[src/rtl/rtc_pic_pkg.sv]
package rtc_pic_pkg;

  localparam logic [1:0] ADDR_CTLA = 2'd0;
  localparam logic [1:0] ADDR_CTLB = 2'd1;
  localparam logic [1:0] ADDR_STAT = 2'd2;

  localparam int         PIE_POS  = 6;
  localparam logic [2:0] DIV_SLOW = 3'b010;

  // strobes from control to the countdown datapath
  typedef struct packed {
    logic       reload;
    logic       run;
    logic [3:0] rate;
    logic       slowBase;
  } dpStrobe_t;

  // log2 of the interrupt frequency for a rate code
  function automatic logic [4:0] rateShift(input logic [3:0] rate, input logic slowBase);
    logic [4:0] sh;
    case (rate)
      4'd0:    sh = 5'd16;
      4'd1:    sh = slowBase ? 5'd8 : 5'd15;
      4'd2:    sh = slowBase ? 5'd7 : 5'd14;
      default: sh = 5'd16 - {1'b0, rate};
    endcase
    return sh;
  endfunction

endpackage

[src/rtl/rtc_pic_dp.sv]
module rtc_pic_dp
  import rtc_pic_pkg::*;
#(
  parameter int CLK_HZ = 65536,
  parameter int CNT_W  = 17
) (
  input  logic      clk,
  input  logic      rstN,
  input  dpStrobe_t strb,
  output logic      expire
);

  logic [CNT_W-1:0] cnt;
  logic [CNT_W-1:0] period;
  logic [4:0]       shAmt;
  logic [31:0]      rawPeriod;

  always_comb begin
    shAmt     = rateShift(strb.rate, strb.slowBase);
    rawPeriod = 32'(CLK_HZ) >> shAmt;
    period    = CNT_W'(rawPeriod);
    if (period == '0) period = CNT_W'(1);
  end

  assign expire = strb.run && (strb.rate != 4'd0) && !strb.reload &&
                  (cnt <= CNT_W'(1));

  always_ff @(posedge clk) begin
    if (!rstN) begin
      cnt <= '0;
    end else if (strb.reload) begin
      cnt <= period;
    end else if (strb.run && (strb.rate != 4'd0)) begin
      if (cnt <= CNT_W'(1)) cnt <= period;
      else                  cnt <= cnt - CNT_W'(1);
    end
  end

endmodule

[src/rtl/rtc_pic_ctrl.sv]
module rtc_pic_ctrl
  import rtc_pic_pkg::*;
(
  input  logic       clk,
  input  logic       rstN,
  input  logic       wrEn,
  input  logic       rdEn,
  input  logic [1:0] addr,
  input  logic [7:0] wrData,
  input  logic       updateEvt,
  input  logic       alarmEvt,
  input  logic       expire,
  output dpStrobe_t  strb,
  output logic [7:0] rdData,
  output logic       irq,
  output logic       pieBit,
  output logic [2:0] flagBits
);

  logic [6:0] regA;
  logic [7:0] regB;
  logic       pfFlag, afFlag, ufFlag;
  logic       wrA, wrB, wrC, rdC;
  logic       pieChange;
  logic [7:0] statVal;

  assign wrA = wrEn && (addr == ADDR_CTLA);
  assign wrB = wrEn && (addr == ADDR_CTLB);
  assign wrC = wrEn && (addr == ADDR_STAT);
  assign rdC = rdEn && (addr == ADDR_STAT);

  assign pieChange = wrB && (wrData[PIE_POS] != regB[PIE_POS]);

  always_comb begin
    strb.reload   = wrA || pieChange;
    strb.run      = regB[PIE_POS];
    strb.rate     = wrA ? wrData[3:0] : regA[3:0];
    strb.slowBase = wrA ? (wrData[6:4] == DIV_SLOW) : (regA[6:4] == DIV_SLOW);
  end

  assign statVal  = {pfFlag | afFlag | ufFlag, pfFlag, afFlag, ufFlag, 4'b0000};
  assign pieBit   = regB[PIE_POS];
  assign flagBits = {pfFlag, afFlag, ufFlag};

  always_ff @(posedge clk) begin
    if (!rstN) begin
      regA <= '0;
      regB <= '0;
    end else begin
      if (wrA) regA <= wrData[6:0];
      if (wrB) regB <= wrData;
    end
  end

  // flags: read clears, write loads, events set (events win)
  always_ff @(posedge clk) begin
    if (!rstN) begin
      pfFlag <= 1'b0;
      afFlag <= 1'b0;
      ufFlag <= 1'b0;
    end else begin
      if (rdC) begin
        pfFlag <= 1'b0;
        afFlag <= 1'b0;
        ufFlag <= 1'b0;
      end else if (wrC) begin
        pfFlag <= wrData[6];
        afFlag <= wrData[5];
        ufFlag <= wrData[4];
      end
      if (expire)    pfFlag <= 1'b1;
      if (alarmEvt)  afFlag <= 1'b1;
      if (updateEvt) ufFlag <= 1'b1;
    end
  end

  always_ff @(posedge clk) begin
    if (!rstN) begin
      irq <= 1'b0;
    end else if (expire) begin
      irq <= 1'b1;
    end else if (rdC || (wrB && !wrData[PIE_POS])) begin
      irq <= 1'b0;
    end
  end

  always_ff @(posedge clk) begin
    if (!rstN) begin
      rdData <= '0;
    end else if (rdEn) begin
      case (addr)
        ADDR_CTLA: rdData <= {1'b0, regA};
        ADDR_CTLB: rdData <= regB;
        ADDR_STAT: rdData <= statVal;
        default:   rdData <= 8'h00;
      endcase
    end
  end

endmodule

[src/rtl/rtc_periodic_irq.sv]
module rtc_periodic_irq
  import rtc_pic_pkg::*;
#(
  parameter int CLK_HZ = 65536
) (
  input  logic       clk,
  input  logic       rstN,
  input  logic       wrEn,
  input  logic       rdEn,
  input  logic [1:0] addr,
  input  logic [7:0] wrData,
  input  logic       updateEvt,
  input  logic       alarmEvt,
  output logic [7:0] rdData,
  output logic       irq
);

  localparam int CNT_W = $clog2(CLK_HZ + 1);

  dpStrobe_t  strb;
  logic       expire;
  logic       pieBit;
  logic [2:0] flagBits;

  rtc_pic_ctrl u_ctrl (
    .clk      (clk),
    .rstN     (rstN),
    .wrEn     (wrEn),
    .rdEn     (rdEn),
    .addr     (addr),
    .wrData   (wrData),
    .updateEvt(updateEvt),
    .alarmEvt (alarmEvt),
    .expire   (expire),
    .strb     (strb),
    .rdData   (rdData),
    .irq      (irq),
    .pieBit   (pieBit),
    .flagBits (flagBits)
  );

  rtc_pic_dp #(.CLK_HZ(CLK_HZ), .CNT_W(CNT_W)) u_dp (
    .clk   (clk),
    .rstN  (rstN),
    .strb  (strb),
    .expire(expire)
  );

endmodule

[config.mk]
export PLATFORM = sky130hd
export DESIGN_NAME = rtc_periodic_irq
export DESIGN_NICKNAME = d
export VERILOG_FILES = /design/src/rtl/rtc_pic_pkg.sv /design/src/rtl/rtc_pic_dp.sv /design/src/rtl/rtc_pic_ctrl.sv /design/src/rtl/rtc_periodic_irq.sv
export SDC_FILE = /design/constraint.sdc
export NUM_CORES = 1
export LEC_CHECK = 0
export BUFFER_PORTS_ARGS = -buffer_cell sky130_fd_sc_hd__clkbuf_2
export CAP_MARGIN = 20
export CORE_MARGIN = 3
export CORE_UTILIZATION = 60
export CTS_BUF_LIST = sky130_fd_sc_hd__clkbuf_8
export CTS_CLUSTER_DIAMETER = 40
export DETAILED_ROUTE_END_ITERATION = 8
export GPL_TIMING_DRIVEN = 0
export PLACE_DENSITY = 0.79
export SLEW_MARGIN = 40
export SYNTH_ARGS = -nofsm -noshare
export SYNTH_HDL_FRONTEND = slang
export SYNTH_SLANG_ARGS = --single-unit
[constraint.sdc]
create_clock -name clk -period 5.62 [get_ports clk]
set_input_delay 1.686 -clock clk [delete_from_list [all_inputs] [get_ports clk]]
set_output_delay 1.686 -clock clk [all_outputs]
set_load 0.005 [all_outputs]
==> impl_summary.log <==
[metrics] result of the run: finished clean
[metrics] number of remaining DRC errors: 0
[metrics] DP Area: 2970 µm²
[metrics] kind of launch point of the worst setup path: input port
[metrics] aggregate routed wire length: 7.40 mm
[metrics] top cell type by total area after synthesis: dfxtp_1
[metrics] horizontal die dimension: 74.2 µm
[metrics] Root Driver: clkbuf_8
[metrics] leakage power figure: 1.26 nW
[metrics] post-route ant nets: 0
[metrics] Yosys warning count: 0
[metrics] sum of overflow across all layers after global routing: 0
[metrics] top area cells in the synthesized netlist: dfxtp_1 32%, mux2i_1 5.4%, nor2_1 4.7%
[metrics] initial drt markers: 313
[metrics] Min-Delay Path Class: register to register
[metrics] average wire length per cell after detail routing: 17.4 µm
[metrics] CTS clock-pin slew for the worst setup and hold paths: 0.09 ns
[metrics] Post-CTS Hold Buffers: 0
[metrics] effective utilization at floorplan: 63.2%
[metrics] setup violation total in the final timing report: 0
[metrics] data arrival time of the critical path: 5.14 ns
[metrics] kind of capture point of the worst setup path: register
[metrics] sinks on the clock net: 44
[metrics] die outline height: 74.2 µm
[metrics] wire length of the first global-routing pass: 11.9 mm
[metrics] Final HPWL DP: 5.42 mm
[metrics] async set-reset flop share out of synthesis: 0%
[metrics] via-per-instance ratio: 6.47
[metrics] TritonCTS clock tree: yes
[metrics] cts bufs inserted: 5
[metrics] CTS H-tree depth: 2
[metrics] count leader, synth: dfxtp_1
[metrics] number of input and output port buffers inserted: 24
[metrics] fraction of the cycle the final worst path needs: 86.9%
[metrics] met2 usage: 43.7%
[metrics] layout-stage area growth over the synthesis result: 11.0%
[metrics] length of the first detailed-routing pass in iterations: 5
[metrics] pin count of the biggest net entering global routing: 15
[metrics] netlist area before placement: 2790 µm²
[metrics] flops & latches, synth: 44
[metrics] synth unique cells: 70
[metrics] non-filler cells in the finished layout: 426
[metrics] routability cong.: 0.915
[metrics] clock period minus worst slack: 4.89 ns
[metrics] CP Class: input port to register
[metrics] area of the core: 4410 µm²
[metrics] via count of the first global-routing pass: 2465
[metrics] total power of the final layout: 0.763 mW
[metrics] maximum clock skew at final layout: 0.00493 ns
[metrics] worst-path fanout max: 10
[metrics] number of antenna violations at the first check in global routing: 0
[metrics] IO Pins: 25
[metrics] number of post-CTS setup repair buffers: 0
[metrics] worst-case setup margin in the final layout: 0.734 ns
[metrics] pwr dens: 247 nW/µm²
[metrics] most instantiated flip-flop cell in the synthesis netlist: dfxtp_1
[metrics] max-cap violation count: 0
[metrics] final std cell area, no fill: 3090 µm²
[metrics] sequential element share of the synthesized area: 31.6%
[metrics] dpl cells: 418
[metrics] top-area cell type share of the netlist area: 31.6%
[metrics] number of hold-slack violations in the final timing report: 0
[metrics] overall die area: 5500 µm²
[metrics] clock network latency to the later pin of the worst-skew pair: 0.30 ns
[metrics] headroom to the max-slew limit: 48.7%
[metrics] global routing met1 resource utilization: 40.1%
[metrics] number of buffers on the longest clock path: 2
[metrics] max-slew violation count: 0
[metrics] number of flops mapped to enable cells by yosys: 0
[metrics] layout filler cell count: 387
[metrics] total negative slack for setup checks: 0 ns
[metrics] IR Drop Worst-Case VDD: 0.000200 V
[metrics] worst slack, placed: 0.536 ns
[metrics] Avg Synthesized Cell Area: 8.15 µm²
[metrics] total routing resource utilization after global routing: 28.1%
[metrics] top achievable clock speed: 205 MHz
[metrics] number of vias after detailed routing: 2755
[metrics] grt peak-use layer: met2
[metrics] setup repair after global routing missed its margin: no
[metrics] net count after synthesis: 364
[metrics] number of antenna repair diodes: 0
[metrics] Slew @ Worst Pin: 0.767 ns
[metrics] post-synthesis instance total: 342
[metrics] Worst EP required: 5.87 ns
[metrics] number of placement rows: 24
[metrics] quantity of gates resized following cts: 0
[metrics] proportion of layout cells with a drive suffix above 1: 14.2%
[metrics] Final Net Count: 395
[metrics] leading cell types by count after synthesis: 44 x dfxtp_1, 35 x nor2_1, 24 x nand2_1
[metrics] met3 Use GR: 4.46%
stage by stage:
step           util [%]  hold slack (ns)
2_1_floorplan         -            0.437
3_3_place_gp       67.3            0.444
3_5_place_dp       67.3            0.447
4_1_cts            70.1            0.459
5_1_grt            70.1            0.481
6_report           70.1            0.459
power by group:
group          switching [mW]  leakage, nW  internal [mW]  total [mW]
clock network           0.114       0.0614          0.145       0.260
registers             0.00857        0.357          0.321       0.330
logic                   0.110        0.845         0.0631       0.174
final cells by class:
| class | instances | area [µm²] | area share (%) |
|---|---|---|---|
| repair buffers | 24 | 120 | 3.88 |
| inverters | 17 | 63.8 | 2.06 |
| clock buffers | 6 | 82.6 | 2.67 |
| flip-flops and latches | 44 | 881 | 28.5 |
| multi-input cells | 262 | 1750 | 56.4 |
| clock inverters | 2 | 38.8 | 1.25 |
| plain buffers | 19 | 96.3 | 3.11 |
| well taps | 52 | 65.1 | 2.10 |
final timing paths:
check | from | to | slack, ns | depth (start not counted)
setup / recovery | wrEn | u_dp.cnt[15]$_SDFFE_PN0P_ | 0.73 | 12
hold / removal | u_ctrl.regB[7]$_SDFFE_PN0P_ | u_ctrl.regB[7]$_SDFFE_PN0P_ | 0.46 | 2
setup reg to reg | u_ctrl.regA[0]$_SDFFE_PN0N_ | u_dp.cnt[15]$_SDFFE_PN0P_ | 2.66 | 8
hold reg to reg | u_ctrl.regB[7]$_SDFFE_PN0P_ | u_ctrl.regB[7]$_SDFFE_PN0P_ | 0.46 | 2
flip-flops by register name, indices dropped and copies added, names as in the netlist:
name and count:
u_ctrl.afFlag 1, u_ctrl.pfFlag 1, u_ctrl.rdData 8, u_dp.cnt 17
u_ctrl.irq 1, u_ctrl.ufFlag 1, u_ctrl.regB 8, u_ctrl.regA 7
critical path, cell delays in order:
cell,delay [ns]
clkbuf_2,0.16
or3b_1,0.38
buf_6,0.15
buf_2,0.19
mux2i_1,0.31
ha_1,0.21
clkbuf_1,0.38
nor3_1,0.12
o311ai_0,0.45
o221ai_1,0.45
nor4_1,0.47
o31a_1,0.16
per-layer routing:
layer	vias to the layer above	wire (µm)
li1	1346	-
met1	1300	3530
met2	99	3300
met3	10	476
met4	0	91
met5	-	0
cell usage in the layout (no fill, tap or decap), types with 10 or more instances in the layout:
cell	synthesis	layout
mux2i_1	15	15
dfxtp_1	44	44
nor2_1	35	35
nand2_1	24	24
clkbuf_2	0	24
nor3_1	17	17
a21oi_1	22	22
o31ai_1	10	10
clkbuf_1	10	10
inv_1	17	17
logic make-up after synthesis:
family / Yosys count / synth area share (%)
simple gates: 135 / 25.6
compound gates: 101 / 26.4
flops: 44 / 31.6
buf+inv: 36 / 5.74
mux: 19 / 7.63
fa+ha+maj: 6 / 2.69
xor+xnor: 1 / 0.314
Power figures use the tool's default switching activity.
